## src/rtl/fsc_pkg.sv

```systemverilog
package fsc_pkg;
  localparam logic [31:0] CRC_POLY_REFL = 32'hEDB88320;

  // One byte through a reflected CRC, unrolled over its eight bits.
  function automatic logic [31:0] crc_byte(input logic [31:0] state,
                                           input logic [7:0]  data,
                                           input logic [31:0] poly);
    logic [31:0] r;
    r = state ^ {24'h0, data};
    for (int b = 0; b < 8; b++) begin
      r = r[0] ? ((r >> 1) ^ poly) : (r >> 1);
    end
    return r;
  endfunction
endpackage

```

## src/rtl/fsc_gather.sv

```systemverilog
module fsc_gather #(
  parameter int AW        = 5,
  parameter int PASS_LEN  = 8,
  parameter int EVEN_BASE = 8,
  parameter int ODD_BASE  = 7,
  localparam int SLEN     = 2 * PASS_LEN,
  localparam int IW       = $clog2(SLEN)
) (
  input  logic          clk,
  input  logic          rst,
  input  logic          start,
  output logic [AW-1:0] rd_addr,
  output logic          issue,
  output logic          tag_vld,
  output logic [IW-1:0] tag_idx
);
  logic [IW-1:0] idx;

  always_ff @(posedge clk) begin
    if (rst) begin
      issue <= 1'b0;
      idx   <= '0;
    end else if (start) begin
      issue <= 1'b1;
      idx   <= '0;
    end else if (issue) begin
      if (idx == IW'(SLEN - 1)) issue <= 1'b0;
      idx <= idx + 1'b1;
    end
  end

  // Interleaved walk: first pass on one parity, second pass on the other.
  always_comb begin
    logic [AW-1:0] iw;
    iw = AW'(idx);
    if (idx < IW'(PASS_LEN))
      rd_addr = AW'(EVEN_BASE) + (iw << 1);
    else
      rd_addr = AW'(ODD_BASE) + ((iw - AW'(PASS_LEN)) << 1);
  end

  // Tag that travels alongside the synchronous read.
  always_ff @(posedge clk) begin
    if (rst) begin
      tag_vld <= 1'b0;
      tag_idx <= '0;
    end else begin
      tag_vld <= issue & ~start;
      tag_idx <= idx;
    end
  end
endmodule

```

## src/rtl/fsc_crc_unit.sv

```systemverilog
module fsc_crc_unit #(
  parameter int          PASS_LEN = 8,
  parameter logic [31:0] POLY     = fsc_pkg::CRC_POLY_REFL,
  localparam int         SLEN     = 2 * PASS_LEN,
  localparam int         IW       = $clog2(SLEN)
) (
  input  logic          clk,
  input  logic          rst,
  input  logic          start,
  input  logic          tag_vld,
  input  logic [IW-1:0] tag_idx,
  input  logic [7:0]    data,
  output logic [31:0]   word_lo,
  output logic [31:0]   word_hi,
  output logic          valid
);
  logic [31:0] acc;
  logic [31:0] nxt;
  logic        done;

  assign nxt = fsc_pkg::crc_byte(acc, data, POLY);

  always_ff @(posedge clk) begin
    if (rst || start) begin
      acc     <= '0;
      word_lo <= '0;
      word_hi <= '0;
      valid   <= 1'b0;
      done    <= 1'b0;
    end else begin
      done <= 1'b0;
      if (tag_vld) begin
        acc <= nxt;  // state carries over: second pass seeded by first
        if (tag_idx == IW'(PASS_LEN - 1)) word_lo <= nxt;
        if (tag_idx == IW'(SLEN - 1)) begin
          word_hi <= nxt;
          done    <= 1'b1;
        end
      end
      if (done) valid <= 1'b1;
    end
  end
endmodule

```

## src/rtl/fuse_serial_crc.sv

```systemverilog
module fuse_serial_crc #(
  parameter int          SHADOW_BYTES = 32,
  parameter int          PASS_LEN     = 8,
  parameter int          EVEN_BASE    = 8,
  parameter int          ODD_BASE     = 7,
  parameter logic [31:0] POLY         = fsc_pkg::CRC_POLY_REFL,
  localparam int         AW           = $clog2(SHADOW_BYTES),
  localparam int         IW           = $clog2(2 * PASS_LEN)
) (
  input  logic          clk,
  input  logic          rst,
  input  logic          start,
  output logic [AW-1:0] rd_addr,
  input  logic [7:0]    rd_data,
  output logic [31:0]   serial_lo,
  output logic [31:0]   serial_hi,
  output logic          serial_valid
);
  logic          issue;
  logic          tag_vld;
  logic [IW-1:0] tag_idx;

  fsc_gather #(
    .AW(AW), .PASS_LEN(PASS_LEN), .EVEN_BASE(EVEN_BASE), .ODD_BASE(ODD_BASE)
  ) u_gather (
    .clk(clk), .rst(rst), .start(start), .rd_addr(rd_addr),
    .issue(issue), .tag_vld(tag_vld), .tag_idx(tag_idx)
  );

  fsc_crc_unit #(.PASS_LEN(PASS_LEN), .POLY(POLY)) u_crc (
    .clk(clk), .rst(rst), .start(start), .tag_vld(tag_vld),
    .tag_idx(tag_idx), .data(rd_data), .word_lo(serial_lo),
    .word_hi(serial_hi), .valid(serial_valid)
  );
endmodule

```

## config.mk

```make
export PLATFORM = sky130hd
export DESIGN_NAME = fuse_serial_crc
export DESIGN_NICKNAME = d
export VERILOG_FILES = /design/src/rtl/fsc_pkg.sv /design/src/rtl/fsc_gather.sv /design/src/rtl/fsc_crc_unit.sv /design/src/rtl/fuse_serial_crc.sv
export SDC_FILE = /design/constraint.sdc
export NUM_CORES = 1
export LEC_CHECK = 0
export BUFFER_PORTS_ARGS = -buffer_cell sky130_fd_sc_hd__buf_2
export CAP_MARGIN = 20
export CORE_MARGIN = 1
export CORE_UTILIZATION = 59
export DETAILED_ROUTE_END_ITERATION = 8
export PLACE_DENSITY = 0.9
export SYNTH_ARGS = -nofsm -noshare
export SYNTH_HDL_FRONTEND = slang
export SYNTH_SLANG_ARGS = --single-unit
```

## constraint.sdc

```tcl
create_clock -name clk -period 5.5 [get_ports clk]
set_input_delay 0.55 -clock clk [delete_from_list [all_inputs] [get_ports clk]]
set_output_delay 0.55 -clock clk [all_outputs]
set_load 0.03 [all_outputs]
```

### Word-level counts from Yosys, hierarchy flattened

Cells that the tools add are included.

* divide/modulo/power cells: 0
* magnitude comparators: 1
* $mul: 0
* reductions and logical operators: 5
* shifts and indexed selects: 0
* add/subtract/negate cells: 4
* multiplexer cells: 13
* equal/unequal tests: 3
* bitwise logic cells: 12

Operator list (number)
* 2-to-1 mux 32 bit: 8
* inverter 13 -> 14 bit: 8
* XOR 32 x 8 -> 32 bit: 1
* equality test 4 bit (second input constant): 2
* adder 3 x 5 -> 5 bit (first input constant): 1
* adder 4 x 5 -> 5 bit (first input constant): 1
* 2-to-1 mux 5 bit: 1
* adder 4 x 1 -> 4 bit (second input constant): 1
* equality test 4 x 3 -> 1 bit (second input constant): 1
* less-than comparator 4 bit (second input constant): 1
* 2-to-1 mux 1 bit: 4
* AND reduction 2 bit: 2
* OR reduction 2 bit: 2
* subtractor 4 bit (second input constant): 1
* inverter 1 bit: 2
* AND 1 bit: 1
* logical OR 1 bit: 1

* memories: 0
* memory bits (writable): 0
* register bits: 108
* bits in latches: 0
* word-level logic and storage cells: 47
* ROM bits: 0
* output and inout port bits: 70

### Logic depth before layout (Yosys ltp)

Gate-level depths: netlist (run 1).

* word-level depth: 17
* mapped depth: 8
* gate-level depth less buffers: 6

### Cells and area by module

From an unflattened synthesis (run 1), not the netlist that was laid out.

* cell total of the unflattened synthesis: 464
* area total of the unflattened synthesis: 4805.9 um2

Modules (own cells, without submodules)
* fsc_crc_unit: seq. area each 1961.9 um2, area each 4380.5 um2, cells each 419, times used 1
* fsc_gather: seq. area each 200.2 um2, area each 425.4 um2, cells each 45, times used 1

### Least setup slack after synthesis (run 1)

Ideal clock, no wire load.

* path type: input port to flip-flop
* start point: input port rd_data[6]
* end point: register u_crc.acc[23]
* arrival time: 1.880 ns
* path buffers: 0
* cell stages on the path: 6
* path slack: 3.492 ns
* library setup time: 0.128 ns
* cell sequence: xnor2_2 -> xnor2_4 -> xnor2_2 -> xnor3_1 -> mux2i_1 -> nor2_1

* cells in the longest elaborated chain, start to end: 11

RTL lines
* start, declared: line fuse_serial_crc.sv:14 `input logic [7:0] rd_data,`
* XOR 32 x 8 -> 32 bit (*): line fsc_pkg.sv:9 `r = state ^ {24'h0, data};`
* inverter 13 -> 14 bit (no line)
* 2-to-1 mux 32 bit (*) (7 in a row): line fsc_pkg.sv:11 `r = r[0] ? ((r >> 1) ^ poly) : (r >> 1);`
* inverter 13 -> 14 bit (no line)
* 2-to-1 mux 32 bit (*): line fsc_pkg.sv:11
* end signal, assigned: line fsc_crc_unit.sv:33 `acc <= nxt;`
* end, declared: line fsc_crc_unit.sv:17 `logic [31:0] acc;`

Every way passes the cells marked *; elsewhere a longest branch is shown, timed or not.
A chain may end at the register's enable or synchronous reset.

### Final worst setup path (run 1)

* start point: register u_gather.tag_vld
* end point: register u_crc.word_hi[12]

* cells in the longest elaborated chain, start to end: 1

RTL lines
* start, declared: line fsc_gather.sv:14 `output logic tag_vld,`
* start signal, assigned: line fsc_gather.sv:48 `tag_vld <= issue & ~start;`
* AND reduction 2 bit (no line)
* end signal, assigned: line fsc_crc_unit.sv:36 `word_hi <= nxt;`
* end, declared: line fsc_crc_unit.sv:14 `output logic [31:0] word_hi,`

No other way between the ends.

==> run metrics, run 1 <==
post-synthesis sequential area ratio 0.4803; Synth top area share 0.4803; Mapped Nets 515; final WL 10160 um; final setup fails 0; measured slew at the worst slew-check pin 705.1 ps; hold_buf cts 0; CP peak stage delay 410 ps; Startpoint Class register; vias in the first global route 3173; commonest register cell after synthesis dfxtp_1; Core Rows 31; Fillers 575; CTS resizes 0; core area 7331 um^2; setup_tns 0 ps; top cells by area, synth dfxtp_1, nor2_1, xnor2_1; multi-input logic area 2198 um^2; Die H 89.35 um; post-synthesis cell area 4502 um^2; Post-CTS Setup Bufs 0; Slew Viols, Final 0; top post-synthesis cells by count nor2_1, dfxtp_1, a21oi_1, nand2_1, xnor2_1; Total Power 0.001495 W; gr ovfl total 0; initial antenna violation count 0; Net Sw Power 0.0004168 W; library cells used by synthesis 25; P_int 0.001078 W; RSZ-0062 raised after global routing false; layout cells sized above 1 0.2059; first-pass GRT wire length 15680 um; Total GRT Usage 0.2646; Post-synth EDFFs 0; antenna cells 0; crit path max-delay cell type nand2_1; antenna-violating nets left 0; DRT iter0 DRCs 216; CTS tree built; clock-pin slew on the worst setup and hold paths 90 ps; clk root buf clkbuf_8; synthesis-stage register bit count 108; clock share of power 0.313; Die X 89.35 um; Clock Tree Buf Depth 2; final hold vios 0; pin count of the biggest net entering global routing 64; DRC Markers 0; worst IR drop on VDD 223.7 uV; area grow syn2layout 15.23%; Initial Util 0.6141; vias per cell 5.354; Die Footprint 7983 um^2; arrival time worst endpoint 2440 ps; Worst Skew 6.337 ps; via count of the routed design 3598; First-pass DRT Iterations 6; Sw Share 0.2789; worst min path class in2reg; wire length per cell 15.12 um; GPL Wtd Cong 0.8902; Worst setup EP type register; critical path required time 5740 ps; CTS Buf Count 9; Tmin final 2200 ps; CP Cell Sequence buf_4 -> nand4_1 -> inv_1 -> nand2_1 -> buf_8 -> a21oi_1 -> nor2_1; outcome finished, final reports clean; leakage 2.048 nW; register share of total power 0.530; Tcrit/Tclk final 0.4001; HPWL Detailed 7001 um; f_max 454.4 MHz; Comb pwr share 0.157; Post-Synthesis Cells 502; Seq. cell area 2162 um^2; # nets final 581; top-count cell post-synth nor2_1; Synth area leader dfxtp_1; Syn Area/Cell 8.968 um^2; CTS H-tree depth 3; Synth async-reset ratio 0; max-cap viol count 0; Synth warnings 0; power per cell area 288.1 nW/um^2; critical path fanouts, max 32; CTS sink cnt 108; Ports 81; Clk Latency, worst-skew pair 370 ps; Worst Setup Path Type reg2reg; Slew HR 0.5299; port buffer count 80
## state kept, by name, summed over array words and instances (netlist names)
name / cells
u_crc.valid: 1
u_crc.done: 1
u_crc.word_lo: 32
u_crc.word_hi: 32
u_gather.tag_vld: 1
u_gather.tag_idx: 4
u_gather.idx: 4
u_crc.acc: 32
u_gather.issue: 1
## stage by stage
step | utilization | cell area (um^2) | instances | setup WS (ps) | hold slack [ps]
3_3_place_gp | 0.6714 | 4922 | 652 | 3109 | 422.9
6_report | 0.7076 | 5187 | 672 | 3300 | 422.5
5_1_grt | 0.7076 | 5187 | 672 | 3134 | 426.2
2_1_floorplan | - | 4502 | 502 | 3492 | 411.4
4_1_cts | 0.7003 | 5134 | 669 | 3132 | 407.8
3_5_place_dp | 0.6735 | 4937 | 653 | 3055 | 441.8
## per-layer routing
layer	wire length (um)	GRT usage
met3	611	0.04617
met5	0	0
met4	194	0.1097
met1	4482	0.3502
met2	4870	0.4296
## worst paths after layout
path              cells after the start                     startpoint                        endpoint  slack, ps
setup reg to reg                      7    u_gather.tag_vld$_SDFF_PP0_  u_crc.word_hi[12]$_SDFFE_PP0P_       3300
setup / recovery                      7    u_gather.tag_vld$_SDFF_PP0_  u_crc.word_hi[12]$_SDFFE_PP0P_       3300
hold reg to reg                       2  u_crc.word_hi[9]$_SDFFE_PP0P_   u_crc.word_hi[9]$_SDFFE_PP0P_        460
hold / removal                        2                            rst  u_gather.tag_idx[0]$_SDFF_PP0_        420
## critical path: cells and delay by family, from the launching register on
kind	cells	cell delay (ps)
and+or+nand+nor	3	710
DFF	1	320
buffers and inverters	3	830
AOI/OAI and AO/OA	1	180
## logic make-up (layout without fill, tap and decap cells)
group           after synthesis  after routing  share of synthesized area
xor+xnor                     76             76                     0.1887
flops                       108            108                     0.4803
fa+ha+maj                     2              2                   0.005558
mux                          15             15                    0.03335
simple gates                176            176                     0.1498
buf+inv                      37            108                    0.03252
compound gates               88             88                     0.1098
## layout by cell type, fill, tap and decap left out, types with 2 or more instances in the layout
master	instances
dfxtp_1	108
clkbuf_8	12
xor2_1	16
inv_1	6
o21ai_0	3
xnor2_1	44
buf_4	2
nand4_1	2
mux2i_1	15
ha_1	2
xnor3_1	3
nor2_1	108
buf_2	80
xor2_2	2
xnor2_4	4
clkinv_4	2
nand2_1	60
nor2_2	2
a211oi_1	21
a21oi_1	63
xnor2_2	7
buf_8	2
## final cells by class
| cell class | instances | area share |
|---|---|---|
| multi-input combinational | 357 | 0.4238 |
| sequential | 108 | 0.4168 |
| timing repair buffer | 86 | 0.09334 |
| clock buffer | 12 | 0.03184 |
| tap | 99 | 0.02388 |
| clock inverter | 4 | 0.006030 |
| inverter | 6 | 0.004342 |
## power by group through the flow
stage               clock (W)  sequential [W]  combinational (W)
floorplan                   0        0.000809           0.000174
CTS                  0.000473        0.000792           0.000231
global placement            0        0.000810           0.000225
detailed placement          0        0.000810           0.000229
finish               0.000467        0.000792           0.000235
global route         0.000507        0.000793           0.000250
(Power assumes the default switching activity.)
==> inputs of run 2 (changes only) <==
Settings changed: CORE_UTILIZATION 59 to 50, PLACE_DENSITY 0.9 to 0.82.
Clock period 5.5 ns to 1.97 ns, I/O delays scaled along.
==> run metrics, run 2 (synthesis results as in run 1) <==
measured slew at the worst slew-check pin 989.8 ps (+284.7 ps); First-pass DRT Iterations 4 (-2); RSZ-0062 raised after global routing true; worst hold path cell count 3 (+1); layout cells sized above 1 0.2563 (+0.05039); port buffer count 80 (unchanged); Initial Util 0.5162 (-0.09789); final WL 10640 um (+4.8%); Die X 96.89 um (+8.4%); Clock Tree Buf Depth 2 (unchanged); Die Footprint 9387 um^2 (+18%); via count of the routed design 3641 (+1.2%); Worst Setup Path Type reg2reg; end of the worst hold path u_gather.issue$_SDFF_PP0_; initial antenna violation count 0 (unchanged); most common cell after layout, fill and taps aside nor2_1; worst r2r path cells 7 (unchanged); vias per cell 5.194 (-3.0%); Startpoint Class register; worst hold margin 68.83 ps (-353.7 ps); Worst setup EP type register; DRT iter0 DRCs 206 (-4.6%); HPWL Detailed 7232 um (+3.3%); DRC Markers 0 (unchanged); wire length per cell 15.18 um (+0.43%); Top Registers u_crc.acc: 32 flops, u_crc.word_hi: 32 flops, u_crc.word_lo: 32 flops; clock-pin slew on the worst setup and hold paths 100 ps (about the same); worst min path class in2reg; arrival time worst endpoint 2230 ps (-210 ps); final hold vios 0 (unchanged); Ports 81 (unchanged); first-pass GRT wire length 17190 um (+9.6%); power per cell area 831.3 nW/um^2 (+190%); most frequent cells in the layout nor2_1, dfxtp_1, buf_2; placed insts 683 (+4.6%); critical path fanouts, max 4 (-88%); critical path required time 2260 ps (-3480 ps); antenna cells 0 (unchanged); flop2flop setup slack 30 ps (-3270 ps); reg-to-reg endpoint u_crc.word_lo[18]$_SDFFE_PP0P_; CTS Buf Count 9 (unchanged); CTS tree built; pin count of the biggest net entering global routing 100 (+56%); CP peak stage delay 340 ps (-70 ps); hold wc startpoint start; CTS sink cnt 108 (unchanged); Slew Viols, Final 0 (unchanged); area grow syn2layout 21.35%; worst IR drop on VDD 399.7 uV (+79%); # nets final 601 (+3.4%); GPL Wtd Cong 0.8976 (+0.83%); Core Rows 34 (+9.7%); crit path launch u_crc.acc[2]$_SDFFE_PP0P_; Non-Filler Instances 701 (+4.3%); CP Cell Sequence xnor2_2 -> buf_4 -> xor2_2 -> xnor2_1 -> xor2_1 -> nand2_1 -> a21oi_1; Tcrit/Tclk final 0.9833 (+0.5832); Worst Skew 10.03 ps (+3.692 ps); CP delay by family, top XOR/XNOR gates; crit path max-delay cell type dfxtp_1; CTS H-tree depth 3 (unchanged); CP Buf/Inv Count 1 (-2); Die H 96.89 um (+8.4%); Clk Latency, worst-skew pair 370 ps (about the same); f_max 516.2 MHz (+14%); max-cap viol count 0 (unchanged); leakage 2.207 nW (+7.7%); Fillers 722 (+26%); vias in the first global route 3439 (+8.4%); Total GRT Usage 0.2303 (-0.03438); antenna-violating nets left 0 (unchanged); Tmin final 1937 ps (-263.4 ps); Slew HR 0.3401 (-0.1898); clk root buf clkbuf_8; RR Startpoint u_crc.acc[2]$_SDFFE_PP0P_; core area 8721 um^2 (+19%); outcome finished, final reports clean; final setup fails 0 (unchanged); gr ovfl total 0 (unchanged)
-- run 2: cell count changes in the layout (fill, tap and decap cells not counted), sizes merged --
cell,previous run,this run
buf,86,106
bufinv,0,2
clkbuf,12,11
clkinv,3,2
-- run 2: how the worst max path moves through the flow --
stage / slack (ps) / cells past startpoint / to
after floorplan: 130 / 6 / u_crc.acc[23]$_SDFFE_PP0P_
after global placement: 60 / 5 / u_crc.word_lo[25]$_SDFFE_PP0P_
after detailed placement: -5 / 6 / u_crc.acc[23]$_SDFFE_PP0P_
after CTS: -9 / 6 / u_crc.acc[23]$_SDFFE_PP0P_
after global routing: -80 / 7 / u_crc.word_lo[18]$_SDFFE_PP0P_
final: 30 / 7 / u_crc.word_lo[18]$_SDFFE_PP0P_
-- run 2: layout make-up --
class,instances,area (um^2),share of cell area
clock buffers,11,151.4,0.02771
clock inverters,5,82.58,0.01512
inverters,6,22.52,0.004123
multi-input cells,357,2312,0.4233
flip-flops and latches,108,2163,0.3960
well taps,108,135.1,0.02474
repair buffers,106,595.6,0.1090
-- run 2: tightest hold or removal path: cells and delay by family --
| kind | cells | cell delay, ps |
|---|---|---|
| buf+inv | 1 | 100 |
| compound gates | 1 | 40 |
| simple gates | 1 | 60 |
-- run 2: metal layers --
layer,vias to the layer above,global-route usage,routed length [um]
li1,1794,-,-
met1,1692,0.2983,4629
met2,129,0.3716,5039
met4,0,0.08955,299
met3,26,0.05419,674
met5,-,0,0
-- run 2: report_power, final --
| group | total, W | internal [W] | switching (W) |
|---|---|---|---|
| registers | 0.00221 | 0.00220 | 0.0000153 |
| logic | 0.000805 | 0.000345 | 0.000459 |
| clock network | 0.00152 | 0.000790 | 0.000734 |
-- run 2: what timing repair did --
action | CTS | global route
gates resized for setup | 4 | 12
hold buffers | 0 | 0
buffers inserted | 0 | 2
pin swaps | 0 | 4
endpoints found under the setup margin | 5 | 31
-- run 2: stage by stage --
| stage | utilization | cell area (um^2) | worst slack (ps) | setup TNS, ps | total power (W) |
|---|---|---|---|---|---|
| global route | 0.6264 | 5463 | -81.21 | -416.0 | 0.004690 |
| finish | 0.6264 | 5463 | 32.95 | 0 | 0.004541 |
| detailed placement | 0.5846 | 5099 | -4.868 | -4.868 | 0.002977 |
| floorplan | - | 4502 | 132.1 | 0 | 0.002744 |
| CTS | 0.6142 | 5356 | -9.168 | -9.168 | 0.004507 |
| global placement | 0.5846 | 5099 | 61.54 | 0 | 0.002960 |
